$ cat src/rtl/mac_table_engine.sv
module mac_table_engine #(
  parameter int DEPTH = 16
) (
  input  logic        clk,
  input  logic        rst_n,
  input  logic        wr_en,
  input  logic [1:0]  wr_addr,
  input  logic [31:0] wdata,
  input  logic [1:0]  rd_addr,
  output logic [31:0] rdata
);
  localparam int IW = (DEPTH > 1) ? $clog2(DEPTH) : 1;
  localparam int NPORT = 7;
  localparam logic [3:0] OP_FLUSH = 4'd1;
  localparam logic [3:0] OP_LOAD  = 4'd2;
  localparam logic [3:0] OP_PURGE = 4'd3;
  localparam logic [3:0] OP_NEXT  = 4'd6;

  logic [47:0] k_mac;
  logic [6:0]  k_pm;
  logic [3:0]  k_st;
  logic [11:0] k_vid;
  logic [3:0]  cmd, port;
  logic        port_en, full, busy;
  logic [IW-1:0] idx, free_idx;
  logic        have_free, passed;

  logic [47:0] t_mac [DEPTH];
  logic [6:0]  t_pm  [DEPTH];
  logic [3:0]  t_st  [DEPTH];
  logic [11:0] t_vid [DEPTH];
  logic [DEPTH-1:0] used_vec;

  for (genvar g = 0; g < DEPTH; g++) begin : g_used
    assign used_vec[g] = (t_st[g] != 4'd0);
  end

  wire       last      = (idx == IW'(DEPTH - 1));
  wire       slot_used = (t_st[idx] != 4'd0);
  wire       key_hit   = slot_used && (t_mac[idx] == k_mac) && (t_vid[idx] == k_vid);
  wire [7:0] pm_ext    = {1'b0, t_pm[idx]};
  wire       port_ok   = !port_en || ((port < 4'(NPORT)) && pm_ext[port[2:0]]);
  wire       fw_hit    = passed && slot_used && port_ok;
  wire       start     = wr_en && (wr_addr == 2'd3) && wdata[31] && !busy;

  always_ff @(posedge clk) begin
    if (!rst_n) begin
      k_mac <= '0; k_pm <= '0; k_st <= '0; k_vid <= '0;
      cmd <= '0; port <= '0; port_en <= 1'b0; full <= 1'b0; busy <= 1'b0;
      idx <= '0; free_idx <= '0; have_free <= 1'b0; passed <= 1'b0;
      for (int i = 0; i < DEPTH; i++) begin
        t_mac[i] <= '0; t_pm[i] <= '0; t_st[i] <= '0; t_vid[i] <= '0;
      end
    end else if (!busy) begin
      if (wr_en) begin
        case (wr_addr)
          2'd0: k_mac[31:0] <= wdata;
          2'd1: begin
            k_mac[47:32] <= wdata[15:0];
            k_pm <= wdata[22:16];
          end
          2'd2: begin
            k_st  <= wdata[3:0];
            k_vid <= wdata[23:12];
          end
          default: begin
            cmd     <= wdata[3:0];
            port    <= wdata[11:8];
            port_en <= wdata[13];
            if (start) begin
              busy      <= 1'b1;
              full      <= 1'b0;
              idx       <= '0;
              have_free <= 1'b0;
              passed    <= (k_st == 4'd0);
            end
          end
        endcase
      end
    end else begin
      idx <= idx + 1'b1;
      case (cmd)
        OP_FLUSH: begin
          t_st[idx] <= 4'd0;
          if (last) busy <= 1'b0;
        end
        OP_LOAD: begin
          if (key_hit) begin
            t_mac[idx] <= k_mac; t_pm[idx] <= k_pm; t_st[idx] <= k_st; t_vid[idx] <= k_vid;
            busy <= 1'b0;
          end else begin
            if (!slot_used && !have_free) begin
              have_free <= 1'b1;
              free_idx  <= idx;
            end
            if (last) begin
              busy <= 1'b0;
              if (have_free) begin
                t_mac[free_idx] <= k_mac; t_pm[free_idx] <= k_pm;
                t_st[free_idx]  <= k_st;  t_vid[free_idx] <= k_vid;
              end else if (!slot_used) begin
                t_mac[idx] <= k_mac; t_pm[idx] <= k_pm; t_st[idx] <= k_st; t_vid[idx] <= k_vid;
              end else begin
                full <= 1'b1;
              end
            end
          end
        end
        OP_PURGE: begin
          if (key_hit) begin
            t_st[idx] <= 4'd0;
            busy <= 1'b0;
          end else if (last) begin
            busy <= 1'b0;
          end
        end
        OP_NEXT: begin
          if (fw_hit) begin
            k_mac <= t_mac[idx]; k_pm <= t_pm[idx]; k_st <= t_st[idx]; k_vid <= t_vid[idx];
            busy <= 1'b0;
          end else begin
            if (!passed && key_hit) passed <= 1'b1;
            if (last) begin
              k_mac <= '0; k_pm <= '0; k_st <= '0; k_vid <= '0;
              busy <= 1'b0;
            end
          end
        end
        default: busy <= 1'b0;
      endcase
    end
  end

  always_comb begin
    case (rd_addr)
      2'd0:    rdata = k_mac[31:0];
      2'd1:    rdata = {9'd0, k_pm, k_mac[47:32]};
      2'd2:    rdata = {8'd0, k_vid, 8'd0, k_st};
      default: rdata = {busy, 17'd0, port_en, full, port, 4'd0, cmd};
    endcase
  end
endmodule

$ cat config.mk
export PLATFORM = sky130hd
export DESIGN_NAME = mac_table_engine
export DESIGN_NICKNAME = d
export VERILOG_FILES = /design/src/rtl/mac_table_engine.sv
export SDC_FILE = /design/constraint.sdc
export NUM_CORES = 2
export LEC_CHECK = 0
export BUFFER_PORTS_ARGS = -buffer_cell sky130_fd_sc_hd__buf_2
export CAP_MARGIN = 20
export CORE_ASPECT_RATIO = 0.7
export CORE_UTILIZATION = 57
export DETAILED_ROUTE_END_ITERATION = 6
export HOLD_SLACK_MARGIN = 0.02
export PLACE_DENSITY = 0.79
export SYNTH_ARGS = -nofsm -noshare
export SYNTH_HDL_FRONTEND = slang
export SYNTH_SLANG_ARGS = --single-unit
$ cat constraint.sdc
create_clock -name clk -period 10.6 [get_ports clk]
set_clock_uncertainty 0.1 [all_clocks]
set_input_delay 3.18 -clock clk [delete_from_list [all_inputs] [get_ports clk]]
set_output_delay 3.18 -clock clk [all_outputs]
set_load 0.02 [all_outputs]
==> results.json <==
{
  "status": "finished clean",
  "p_int_mw": 7.88,
  "syn_avg_cell_area_sq_um": 13.6,
  "cts.repair.resized": 0,
  "ctsRootBufferMaster": "clkbuf_16",
  "grt_usage_pct": 34.0,
  "rsz0062_at_grt": "false",
  "combPwrFrac_pct": 5.2,
  "synth-edff-count": 1136,
  "wl_per_cell_microns": 31.6,
  "grt_pass1_wl_mm": 253,
  "syn_inst": 4265,
  "fin_util_pct": 62.6,
  "slew-limit-headroom_pct": 15.9,
  "drc": 0,
  "drt_iter0_drc": 6476,
  "gr-total-overflow": 0,
  "ant_nets": 0,
  "multi_input_area_sq_um": 20300,
  "vias": 38100,
  "syn2layout_area_growth_pct": 8.25,
  "regArea_sq_um": 36100,
  "seqPwrFrac_pct": 54.6,
  "clk_pin_slew_ns": 0.07,
  "ys_seq_elements": 1232,
  "drive_above_1_share_pct": 16.1,
  "htree_levels": 3,
  "fmax_ghz": 0.120,
  "die_width_microns": 384,
  "worst-setup-path-type": "primary input to output port",
  "fillCellCount": 7174,
  "synth-main-ff-cell": "edfxtp_1",
  "first_pass_iters": 7,
  "cp-end-kind": "output port",
  "clk_path_buf_depth": 3,
  "crit_top_cell": "buf_2",
  "cp_slowest_stage_delay_ns": 0.63,
  "min_from": "cmd[3]",
  "clkPwrFrac_pct": 40.1,
  "start_util_pct": 57.8,
  "grt_pass1_vias": 36300,
  "fin_nets": 4214,
  "ys_types": 88,
  "crit_required_ns": 7.32,
  "setup_tns_ns": 0,
  "power.switching_mw": 2.30,
  "synth.yosys.seq_area_share_pct": 61.9,
  "die_h_microns": 269,
  "core_sq_um": 101000,
  "routed_wl_mm": 177,
  "synth_area_sq_um": 58200,
  "hpwlAfterDp_mm": 105,
  "port_buffers": 70,
  "cap_violations": 0,
  "min_period_ns": 8.35,
  "cp.arrival_ns": 5.07,
  "antenna_found_initial": 13,
  "post-cts-setup-buffers": 0,
  "cts.sinks": 1232,
  "io_pins": 71,
  "setup_viol": 0,
  "hold-worst-slack_ns": 0.408,
  "maxSlewViolCount": 0,
  "synth_nets": 4305,
  "startpoint": "rd_addr[0]",
  "p_per_area_nw_per_um2": 162,
  "cp_cell_sequence": "buf_2, buf_4, mux2i_1, o21ai_0, buf_2",
  "switching_share_pct": 22.6,
  "holdCritPathClass": "register to register",
  "tritoncts.num_buffers": 110,
  "cpMaxStageDelayCell": "buf_2",
  "cts_tree": "yes",
  "rows": 97,
  "cts_hold_buf": 0,
  "dieArea_sq_um": 103000,
  "ir_drop_mv": 0.167,
  "cp_num_buf_inv": 3,
  "ys_async_sr_fraction_pct": 0,
  "clk_latency_ns": 0.74,
  "worstMarginPinSlew_ns": 1.25,
  "gp_congestion": 0.966,
  "worst_setup_path_start_kind": "primary input",
  "period_share_pct": 78.7,
  "leakagePower_nw": 22.0,
  "routed_via_density": 6.81,
  "report.final.hold_viol_count": 0,
  "path_max_fanout": 20,
  "cp_top_family": "buffers and inverters",
  "grt_max_degree": 80,
  "yosys_warnings": 0
}
-- path summary, 6_finish.rpt --
kind	end	slack, ns	depth (start not counted)
worst max register to register	t_vid[8][5]	2.68	15
worst max-delay path	rdata[21]	2.25	5
worst min-delay path	cmd[3]	0.41	2
worst min register to register	cmd[3]	0.41	2
-- layout make-up --
cell class / count / area share (%)
diodes: 2 / 0.00795
repair buffers: 179 / 2.08
clock buffers: 143 / 4.86
multi-input cells: 2638 / 32.2
clock inverters: 59 / 0.862
well taps: 1336 / 2.65
inverters: 13 / 0.0795
flip-flops and latches: 1232 / 57.2
-- cells in the final DEF (no fill, tap or decap), types with 30 or more instances in the layout --
cell type,n
nand2_1,201
buf_2,70
buf_4,99
clkbuf_16,114
xnor2_1,40
o21ai_0,124
nand3_1,40
edfxtp_1,1136
a22oi_1,57
mux2_2,51
nor2_1,390
mux4_2,219
dfxtp_1,91
and2_1,822
o22ai_1,30
mux2i_1,208
a21oi_1,107
nor2b_1,38
-- per-stage QoR --
step / power [mW] / worst slack, ns / std cells / instance area (sq um)
detailed placement: 6.17 / 2.29 / 5394 / 59300
floorplan: 5.94 / 0.0715 / 4265 / 58200
global route: 10.4 / 2.21 / 5600 / 63000
CTS: 10.1 / 2.29 / 5596 / 62900
global placement: 6.15 / 2.28 / 5394 / 59300
finish: 10.2 / 2.25 / 5602 / 63000
-- synth_stat cells (all sizes together) (4+ instances only) --
cell	instances	area (sq um)
edfxtp	1136	34100
and2	824	5150
nor2	390	1460
clkbuf	226	882
mux4	219	4930
mux2i	208	2080
nand2	202	758
buf	156	1160
o21ai	134	697
a21oi	115	598
dfxtp	96	1920
a22oi	57	428
mux2	51	574
nand3	41	210
nor2b	40	250
xnor2	40	350
nand2b	30	188
o22ai	30	188
a31oi	29	196
and3	25	158
nor4	21	267
xor2	18	158
nand4	17	106
o221a	15	169
a211oi	14	105
a221oi	13	126
inv	13	48.8
nor3	12	60.1
o21a	10	82.6
a22o	9	78.8
a21boi	5	48.8
a2111oi	4	36.3
or2	4	25.0
-- worst reg2reg max path: cells and delay by family, from the launching register on --
family                 cells  cell delay [ns]
AND/OR/NAND/NOR            6             2.95
XOR/XNOR                   1             0.17
flip-flops                 1             0.91
buffers and inverters      5             2.35
AO/OA/AOI/OAI              1             0.52
multiplexers               2             0.56
-- logic make-up (layout without fill, tap and decap cells) --
kind of cell	after synthesis	after routing	share of synthesized area, %
adder cells (fa/ha/maj)	1	1	0.0215
flip-flops	1232	1232	61.9
AND/OR/NAND/NOR	1630	1630	15.3
other	0	2	0
multiplexers	478	478	13.0
AO/OA/AOI/OAI	471	471	5.28
buffers and inverters	395	394	3.60
XOR/XNOR	58	58	0.873
-- per-layer routing --
| metal | part of all wire, % | vias up | global-route usage, % | routed length (microns) |
|---|---|---|---|---|
| met2 | 42 | 3413 | 47.8 | 74500 |
| met3 | 18 | 524 | 13.5 | 31000 |
| met5 | 0.045 | - | 0 | 80 |
| met1 | 36 | 18800 | 48.0 | 64000 |
| met4 | 4.3 | 12 | 12.0 | 7610 |
| li1 | - | 15400 | - | - |
-- flip-flops by register name, indices dropped and copies added, names as in the netlist, named ones only --
| register | count |
|---|---|
| t_mac | 768 |
| t_vid | 192 |
| t_pm | 112 |
| t_st | 64 |
| k_mac | 48 |
| k_vid | 12 |
| k_pm | 7 |
| cmd | 4 |
| free_idx | 4 |
| idx | 4 |
| k_st | 4 |
| port | 4 |
| busy | 1 |
| full | 1 |
| have_free | 1 |
| passed | 1 |
| port_en | 1 |
-- power groups by stage --
stage | registers (mW) | logic [mW] | clock network, mW
2_1_floorplan | 5.61 | 0.329 | 0
3_3_place_gp | 5.65 | 0.500 | 0
3_5_place_dp | 5.66 | 0.508 | 0
4_1_cts | 5.56 | 0.511 | 4.07
5_1_grt | 5.58 | 0.549 | 4.25
6_report | 5.56 | 0.534 | 4.08
No activity file was read; power rests on OpenSTA's default activity.
